--- config.mk ---
export PLATFORM = sky130hd
export DESIGN_NAME = osp_oneshot
export DESIGN_NICKNAME = d
export VERILOG_FILES = /design/src/rtl/osp_pkg.sv /design/src/rtl/osp_trig_sync.sv /design/src/rtl/osp_code_decode.sv /design/src/rtl/osp_timer.sv /design/src/rtl/osp_oneshot.sv
export SDC_FILE = /design/constraint.sdc
export NUM_CORES = 1
export LEC_CHECK = 0
export BUFFER_PORTS_ARGS = -buffer_cell sky130_fd_sc_hd__clkbuf_2
export CAP_MARGIN = 20
export CORE_MARGIN = 4
export CORE_UTILIZATION = 60
export DETAILED_ROUTE_END_ITERATION = 10
export GPL_ROUTABILITY_DRIVEN = 1
export PLACE_DENSITY = 0.79
export SYNTH_ARGS = -nofsm -noshare
export SYNTH_HDL_FRONTEND = slang
export SYNTH_SLANG_ARGS = --single-unit
--- constraint.sdc ---
create_clock -name clk -period 3.8 [get_ports clk]
set_input_delay 0.76 -clock clk [delete_from_list [all_inputs] [get_ports clk]]
set_output_delay 0.76 -clock clk [all_outputs]
set_load 0.01 [all_outputs]
--- src/rtl/osp_pkg.sv ---
package osp_pkg;
  localparam int NUM_SEL = 8;
  localparam int IDX_W   = $clog2(NUM_SEL);

  typedef struct packed {
    logic             pol;
    logic [IDX_W-1:0] idx;
  } osp_sel_t;
endpackage

--- src/rtl/osp_trig_sync.sv ---
module osp_trig_sync #(
  parameter int STAGES = 2
) (
  input  logic clk,
  input  logic rst,
  input  logic async_i,
  output logic rise_o
);
  logic [STAGES-1:0] chain_q;
  logic              prev_q;

  always_ff @(posedge clk) begin
    if (rst) begin
      chain_q <= '0;
      prev_q  <= 1'b0;
    end else begin
      chain_q <= {chain_q[STAGES-2:0], async_i};
      prev_q  <= chain_q[STAGES-1];
    end
  end

  assign rise_o = chain_q[STAGES-1] & ~prev_q;

  // An edge is reported for one cycle only (level-held trigger)
  assert_single_edge_R7: assert property (@(posedge clk) disable iff (rst)
    rise_o |=> !rise_o);
endmodule

--- src/rtl/osp_code_decode.sv ---
module osp_code_decode
  import osp_pkg::*;
(
  input  logic [3:0] code_i,
  output osp_sel_t   sel_o
);
  // Upper half mirrors the lower half: index = 15 - code there
  always_comb begin
    sel_o.pol = code_i[3];
    sel_o.idx = code_i[3] ? ~code_i[IDX_W-1:0] : code_i[IDX_W-1:0];
  end
endmodule

--- src/rtl/osp_timer.sv ---
module osp_timer
  import osp_pkg::*;
#(
  parameter int PERIOD_W  = 16,
  parameter int DIV_SHIFT = 3
) (
  input  logic                clk,
  input  logic                rst,
  input  logic                start_i,
  input  logic                en_i,
  input  logic [PERIOD_W-1:0] period_i,
  input  logic [IDX_W-1:0]    idx_i,
  output logic                done_o
);
  localparam int DC_W = DIV_SHIFT * (NUM_SEL - 1);

  logic [PERIOD_W-1:0] per_q, mc_q;
  logic [IDX_W-1:0]    idx_q;
  logic [DC_W-1:0]     dc_q;
  logic [DC_W-1:0]     term_tbl [NUM_SEL];
  logic                tick;

  // Terminal count of the divider chain for each ratio index
  for (genvar gi = 0; gi < NUM_SEL; gi++) begin : g_term
    assign term_tbl[gi] = DC_W'((64'(1) << (DIV_SHIFT * gi)) - 64'(1));
  end

  assign tick   = en_i && (mc_q == per_q - PERIOD_W'(1));
  assign done_o = tick && (dc_q == term_tbl[idx_q]);

  always_ff @(posedge clk) begin
    if (rst) begin
      per_q <= PERIOD_W'(1);
      idx_q <= '0;
      mc_q  <= '0;
      dc_q  <= '0;
    end else if (start_i) begin
      per_q <= (period_i == '0) ? PERIOD_W'(1) : period_i;
      idx_q <= idx_i;
      mc_q  <= '0;
      dc_q  <= '0;
    end else if (en_i) begin
      mc_q <= tick ? '0 : mc_q + PERIOD_W'(1);
      if (tick) dc_q <= dc_q + DC_W'(1);
    end
  end

  assert_master_range_R3: assert property (@(posedge clk) disable iff (rst)
    en_i |-> (mc_q < per_q));
  assert_period_floor_R9: assert property (@(posedge clk) disable iff (rst)
    en_i |-> (per_q != '0));
  assert_div_range_R3: assert property (@(posedge clk) disable iff (rst)
    en_i |-> (dc_q <= term_tbl[idx_q]));
endmodule

--- src/rtl/osp_oneshot.sv ---
module osp_oneshot
  import osp_pkg::*;
#(
  parameter int PERIOD_W    = 16,
  parameter int DIV_SHIFT   = 3,
  parameter int SYNC_STAGES = 2
) (
  input  logic                clk,
  input  logic                rst,
  input  logic                trig,
  input  logic [3:0]          cfg_code,
  input  logic [PERIOD_W-1:0] master_period,
  output logic                pulse_out,
  output logic                busy
);
  logic     rise, start, done, active_q, pol_q;
  osp_sel_t sel;

  osp_trig_sync #(.STAGES(SYNC_STAGES)) u_sync (
    .clk(clk), .rst(rst), .async_i(trig), .rise_o(rise)
  );

  osp_code_decode u_dec (.code_i(cfg_code), .sel_o(sel));

  assign start = rise && !active_q;

  osp_timer #(.PERIOD_W(PERIOD_W), .DIV_SHIFT(DIV_SHIFT)) u_tmr (
    .clk(clk), .rst(rst), .start_i(start), .en_i(active_q),
    .period_i(master_period), .idx_i(sel.idx), .done_o(done)
  );

  // Output latch; polarity tracks the code only while idle
  always_ff @(posedge clk) begin
    if (rst) begin
      active_q <= 1'b0;
      pol_q    <= 1'b0;
    end else begin
      if (start)     active_q <= 1'b1;
      else if (done) active_q <= 1'b0;
      if (!active_q) pol_q <= sel.pol;
    end
  end

  assign busy      = active_q;
  assign pulse_out = active_q ^ pol_q;

  assert_start_sets_R2: assert property (@(posedge clk) disable iff (rst)
    start |=> busy);
  assert_done_clears_R3: assert property (@(posedge clk) disable iff (rst)
    done |=> !busy);
  assert_level_hold_R5: assert property (@(posedge clk) disable iff (rst)
    (busy && !done) |=> (busy && $stable(pulse_out)));
  assert_ignore_retrig_R6: assert property (@(posedge clk) disable iff (rst)
    (busy && rise && !done) |=> busy);
endmodule

* Word-level counts from Yosys, hierarchy flattened
Memory sizes are Yosys's and may differ from the RTL's.
Index checks and enable logic that the tools add are counted.
** Word-level totals
- Output and inout bits :: 2
- Flip-flop bits (word level) :: 61
- Bits in read-only memories :: 168
- Bits of input ports :: 23
- Logic and storage cells :: 35
- Memories kept :: 1
** Operators by class
- Add/sub/neg operators :: 3
- Equality and inequality tests :: 2
- Reductions and logical operators :: 8
- Multiplexer cells :: 7
- Bitwise gates (word level) :: 5
- Order comparisons :: 1
** Memories
- (no name shown) :: words 8, bits a word 21, read ports 1, clocked after Yosys merged registers in 0, wr ports 0, RTL line osp_timer.sv:29 : assign done_o = tick && (dc_q == term_tbl[idx_q]);
** Operators with widths (count)
- two-way mux 21 bit :: 2
- two-way mux 16 bit :: 2
- adder 21 x 1 -> 21 bit (second input constant) :: 1
- == test 21 bit :: 1
- adder 16 x 1 -> 16 bit (second input constant) :: 1
- == test 16 bit :: 1
- zero test 16 bit :: 1
- subtractor 16 x 1 -> 16 bit (second input constant) :: 1
- >= comparator 4 bit (second input constant) :: 1
- NOT 3 -> 4 bit :: 1
- logical AND 1 bit :: 3
- two-way mux 3 bit :: 1
- NOT 3 bit :: 1
- two-way mux 1 bit :: 2
- AND reduction 2 bit :: 1
- nonzero test 2 bit :: 1
- OR reduction 2 bit :: 1
- AND 1 bit :: 1
- zero test 1 bit :: 1
- NOT 1 bit :: 1
- bitwise XOR 1 bit :: 1

* Logic depth before layout (Yosys ltp)
- Word-level depth :: 8
- Depth in mapped cells :: 12

* Hierarchy
Synthesis repeated with hierarchy kept, for this count alone.
** Unflattened totals
- Cell total of the unflattened synthesis :: 450
- Area, all modules :: 3622.2 sq um
** By module, submodules not included
- osp_timer :: area each 3412.0 sq um, sequential area each 1121.1 sq um, instances 1, cells an instance 431
- osp_oneshot :: area each 88.8 sq um, sequential area each 40.0 sq um, instances 1, cells an instance 8
- osp_trig_sync :: area each 87.6 sq um, sequential area each 60.1 sq um, instances 1, cells an instance 7
- osp_code_decode :: area each 33.8 sq um, sequential area each 0.0 sq um, instances 1, cells an instance 4

* Worst setup path before layout
OpenSTA, ideal clock, no wires.
- Path type :: register -> register
- Start :: register u_tmr.per_q[0]
- End :: register u_tmr.dc_q[11]
- Path slack :: 779 ps
- Data required time :: 3730 ps
- Library setup time :: 70 ps
- Data arrival time :: 2950 ps
- Cell stages (with the launch flop) :: 12
- Clock period less this slack :: 3021 ps
- Cell sequence :: dfxtp_1 inv_1 ha_1 clkbuf_1 or3b_2 xnor2_1 or3_1 a22oi_1 o2111ai_2 buf_2 or4_1 a21oi_1
** On the way
- Word-level cells in the longest chain between the ends :: 4
** Ends and longest elaborated chain
- start: declaration :: RTL line osp_timer.sv:17 : logic [PERIOD_W-1:0] per_q, mc_q;
- start signal: assignment :: RTL line osp_timer.sv:38 : per_q <= (period_i == '0) ? PERIOD_W'(1) : period_i;
- subtractor 16 x 1 -> 16 bit :: RTL line osp_timer.sv:28 : assign tick = en_i && (mc_q == per_q - PERIOD_W'(1));
- == test 16 bit :: RTL line osp_timer.sv:28
- logical AND 1 bit :: RTL line osp_timer.sv:28
- AND reduction 2 bit (no line)
- end signal: assignment :: RTL line osp_timer.sv:44 : if (tick) dc_q <= dc_q + DC_W'(1);
- end: declaration :: RTL line osp_timer.sv:19 : logic [DC_W-1:0] dc_q;
No other way between the ends.
A chain may end at the register's enable or synchronous reset.

* Final worst setup path
- Start :: register u_tmr.per_q[0]
- End :: register u_tmr.mc_q[2]
** On the way
- Word-level cells in the longest chain between the ends :: 4
** Ends and longest elaborated chain
- subtractor 16 x 1 -> 16 bit :: RTL line osp_timer.sv:28
- == test 16 bit :: RTL line osp_timer.sv:28
- logical AND 1 bit :: RTL line osp_timer.sv:28
- two-way mux 16 bit :: RTL line osp_timer.sv:43 : mc_q <= tick ? '0 : mc_q + PERIOD_W'(1);
- end signal: assignment :: RTL line osp_timer.sv:43
- end: declaration :: RTL line osp_timer.sv:17
No other way between the ends.

==> reports/metrics.cfg <==
[sta]
rsz0062_at_grt=false
setup_viol=0
finalHoldViolCount=0
fin_crit_sh=0.874
fin_setup_tns_ns=0
drv_slew=0
slew_headroom=0.496
skew_ns=0.00457
min_period_ns=3.32
max_freq_mhz=301
setup_ws_ns=0.479
worstMarginPinSlew_ns=0.755

[route]
wl_um=7710
vias=3011
dr.pass1.iters=4
drc=0
viasPerCell=6.23
drt_iter0_markers=226
wl_per_cell_um=16.0
drt.antenna.violating_nets=0

[power]
internal_power_mw=1.09
power_density_nw_per_um2=399
switching_share=0.262
p_switching_mw=0.385
combPwrFrac=0.115
pwr-share-seq=0.454
ir_worst_vdd_v=0.000343
pwr-share-clk=0.431
power_leakage_nw=1.29
total_power_mw=1.47

[placed_design]
io_buffers=24
place_worst_setup_slack_ns=0.525
place_congestion=0.938
dp_hpwl_um=5570

[cts]
cts_tree=done
cts.sinks=61
cts_buffer_depth=2
cts-root-buf=clkbuf_8
cts_hold_buf=0
cts.clk_slew.worst_paths_ns=0.07
cts_setup_buffers=0
cts_made_buffers=9
cts_htree_levels=3
cts-resized-gates=0
clk_latency_ns=0.34

[job]
max_cap_violations=0

[worst_setup_path]
crit_required_ns=4.00
cp_max_fo=44
worstSetupStartpointType=flop
critPathCaptureType=flop
crit_type=flop to flop
worst-endpoint-arrival_ns=3.52

[synthesis]
async_flop_share=0
synth.distinct_cells=49
synthFlopType=dfxtp_1
syn_inst=392
synth_edf_count=0
synth_area_um2=3330
ys_warn_count=0
synth_top_cells_by_area=dfxtp_1 37%, xnor2_1 5.5%, xor2_1 5.3%
syn_avg_cell_area_um2=8.50
yosysSeqAreaShare=0.367
synth_top_cell_by_area=dfxtp_1
syn_nets=418
ys_ff_latch=61
yosys.area.top_type_share=0.367

[worst_hold_path]
hold_class=flop to flop

[finish]
drive_gt1_frac=0.133
areaGrowthSynthToFinish_pct=10.7
antenna_cells=0
nets=434

[floorplan]
die_height_um=82.5
row_count=26
io_pins=25
die_area_um2=6810
die_w_um=82.5
start_util=0.636
coreArea_um2=5240

[global_route]
grt_pass1_wl_um=12500
grt_max_degree=45
grt-ovfl-total=0
grt_pass1_vias=2571
grt.total_usage=0.244
antenna_found_initial=0

[outcome]
status=complete, no violations

[layer usage]
layer  track usage  up-vias  wire length [um]
li1              -     1506                 -
met1         0.346     1409              3750
met2         0.362       88              3400
met3        0.0770        8               483
met4        0.0572        0                65
met5             0        -                 0
[cells by family (layout without fill, tap and decap cells)]
family	count (synthesis)	after routing	share of synthesized area
flip-flops	61	61	0.367
buffers and inverters	31	52	0.0391
adder cells (fa/ha/maj)	3	3	0.0113
AND/OR/NAND/NOR	165	165	0.278
multiplexers	2	2	0.00601
AO/OA/AOI/OAI	88	88	0.185
XOR/XNOR	42	42	0.115
[through the flow]
step	std cells	cell area [um2]	hold WS, ns	utilization
after global routing	483	3690	0.476	0.704
after floorplan	392	3330	0.414	-
after detailed placement	467	3470	0.435	0.663
final	483	3690	0.455	0.704
after global placement	467	3470	0.441	0.663
after CTS	483	3690	0.458	0.704
[critical path, cell delays in order, from the launching register on]
cell and delay, ns:
dfxtp_1 0.36, inv_1 0.10, ha_1 0.30, or3b_2 0.53, xnor2_1 0.17, or3_1 0.37
a22oi_1 0.19, o2111ai_2 0.14, buf_4 0.27, o21ai_2 0.60, nor2_1 0.12
[flip-flops by register name, summed over array words and instances (netlist names)]
register and count:
pol_q 1, u_tmr.per_q 16, u_tmr.idx_q 3, u_tmr.dc_q 21
u_tmr.mc_q 16, u_sync.chain_q 2, u_sync.prev_q 1, busy 1
[synthesized netlist by cell type, drive strengths merged (8+ instances only)]
cell    number
dfxtp       61
nor2        33
a21oi       29
nand2       24
or4         22
xnor2       21
xor2        20
nand3       18
o31ai       18
a22o        17
clkbuf      17
nor3        14
nor4        12
nand4        8
o21ai        8
[layout make-up]
cell class | instances | area [um2]
Multi-Input combinational cell | 300 | 1980
Fill cell | 432 | 1550
Sequential cell | 61 | 1220
Timing Repair Buffer | 29 | 158
Clock buffer | 11 | 131
Tap cell | 70 | 87.6
Clock inverter | 5 | 85.1
Inverter | 7 | 26.3
[layout by cell type (no fill, tap or decap), drive strengths merged, types with 8 or more instances in the layout]
| master | n |
|---|---|
| a21oi | 29 |
| nor4 | 12 |
| nor2 | 33 |
| nand2 | 24 |
| clkbuf | 35 |
| dfxtp | 61 |
| xor2 | 20 |
| nand4 | 8 |
| o31ai | 18 |
| or4 | 22 |
| nor3 | 14 |
| a22o | 17 |
| nand3 | 18 |
| xnor2 | 21 |
| o21ai | 8 |
[power by group through the flow]
stage / Combinational (mW) / Sequential (mW) / Clock (mW)
after floorplan: 0.130 / 0.673 / 0
after CTS: 0.168 / 0.668 / 0.643
after detailed placement: 0.166 / 0.683 / 0
final: 0.169 / 0.669 / 0.634
after global routing: 0.187 / 0.670 / 0.675
after global placement: 0.163 / 0.682 / 0
[final timing paths]
path | start | end | slack (ns) | depth (start not counted)
worst max-delay path | u_tmr.per_q[0]$_SDFFE_PP1P_ | u_tmr.mc_q[2]$_SDFFE_PP0P_ | 0.48 | 10
worst min-delay path | u_sync.chain_q[0]$_SDFF_PP0_ | u_sync.chain_q[1]$_SDFF_PP0_ | 0.45 | 1
worst max register to register | u_tmr.per_q[0]$_SDFFE_PP1P_ | u_tmr.mc_q[2]$_SDFFE_PP0P_ | 0.48 | 10
worst min register to register | u_sync.chain_q[0]$_SDFF_PP0_ | u_sync.chain_q[1]$_SDFF_PP0_ | 0.45 | 1
(Power assumes the default switching activity.)
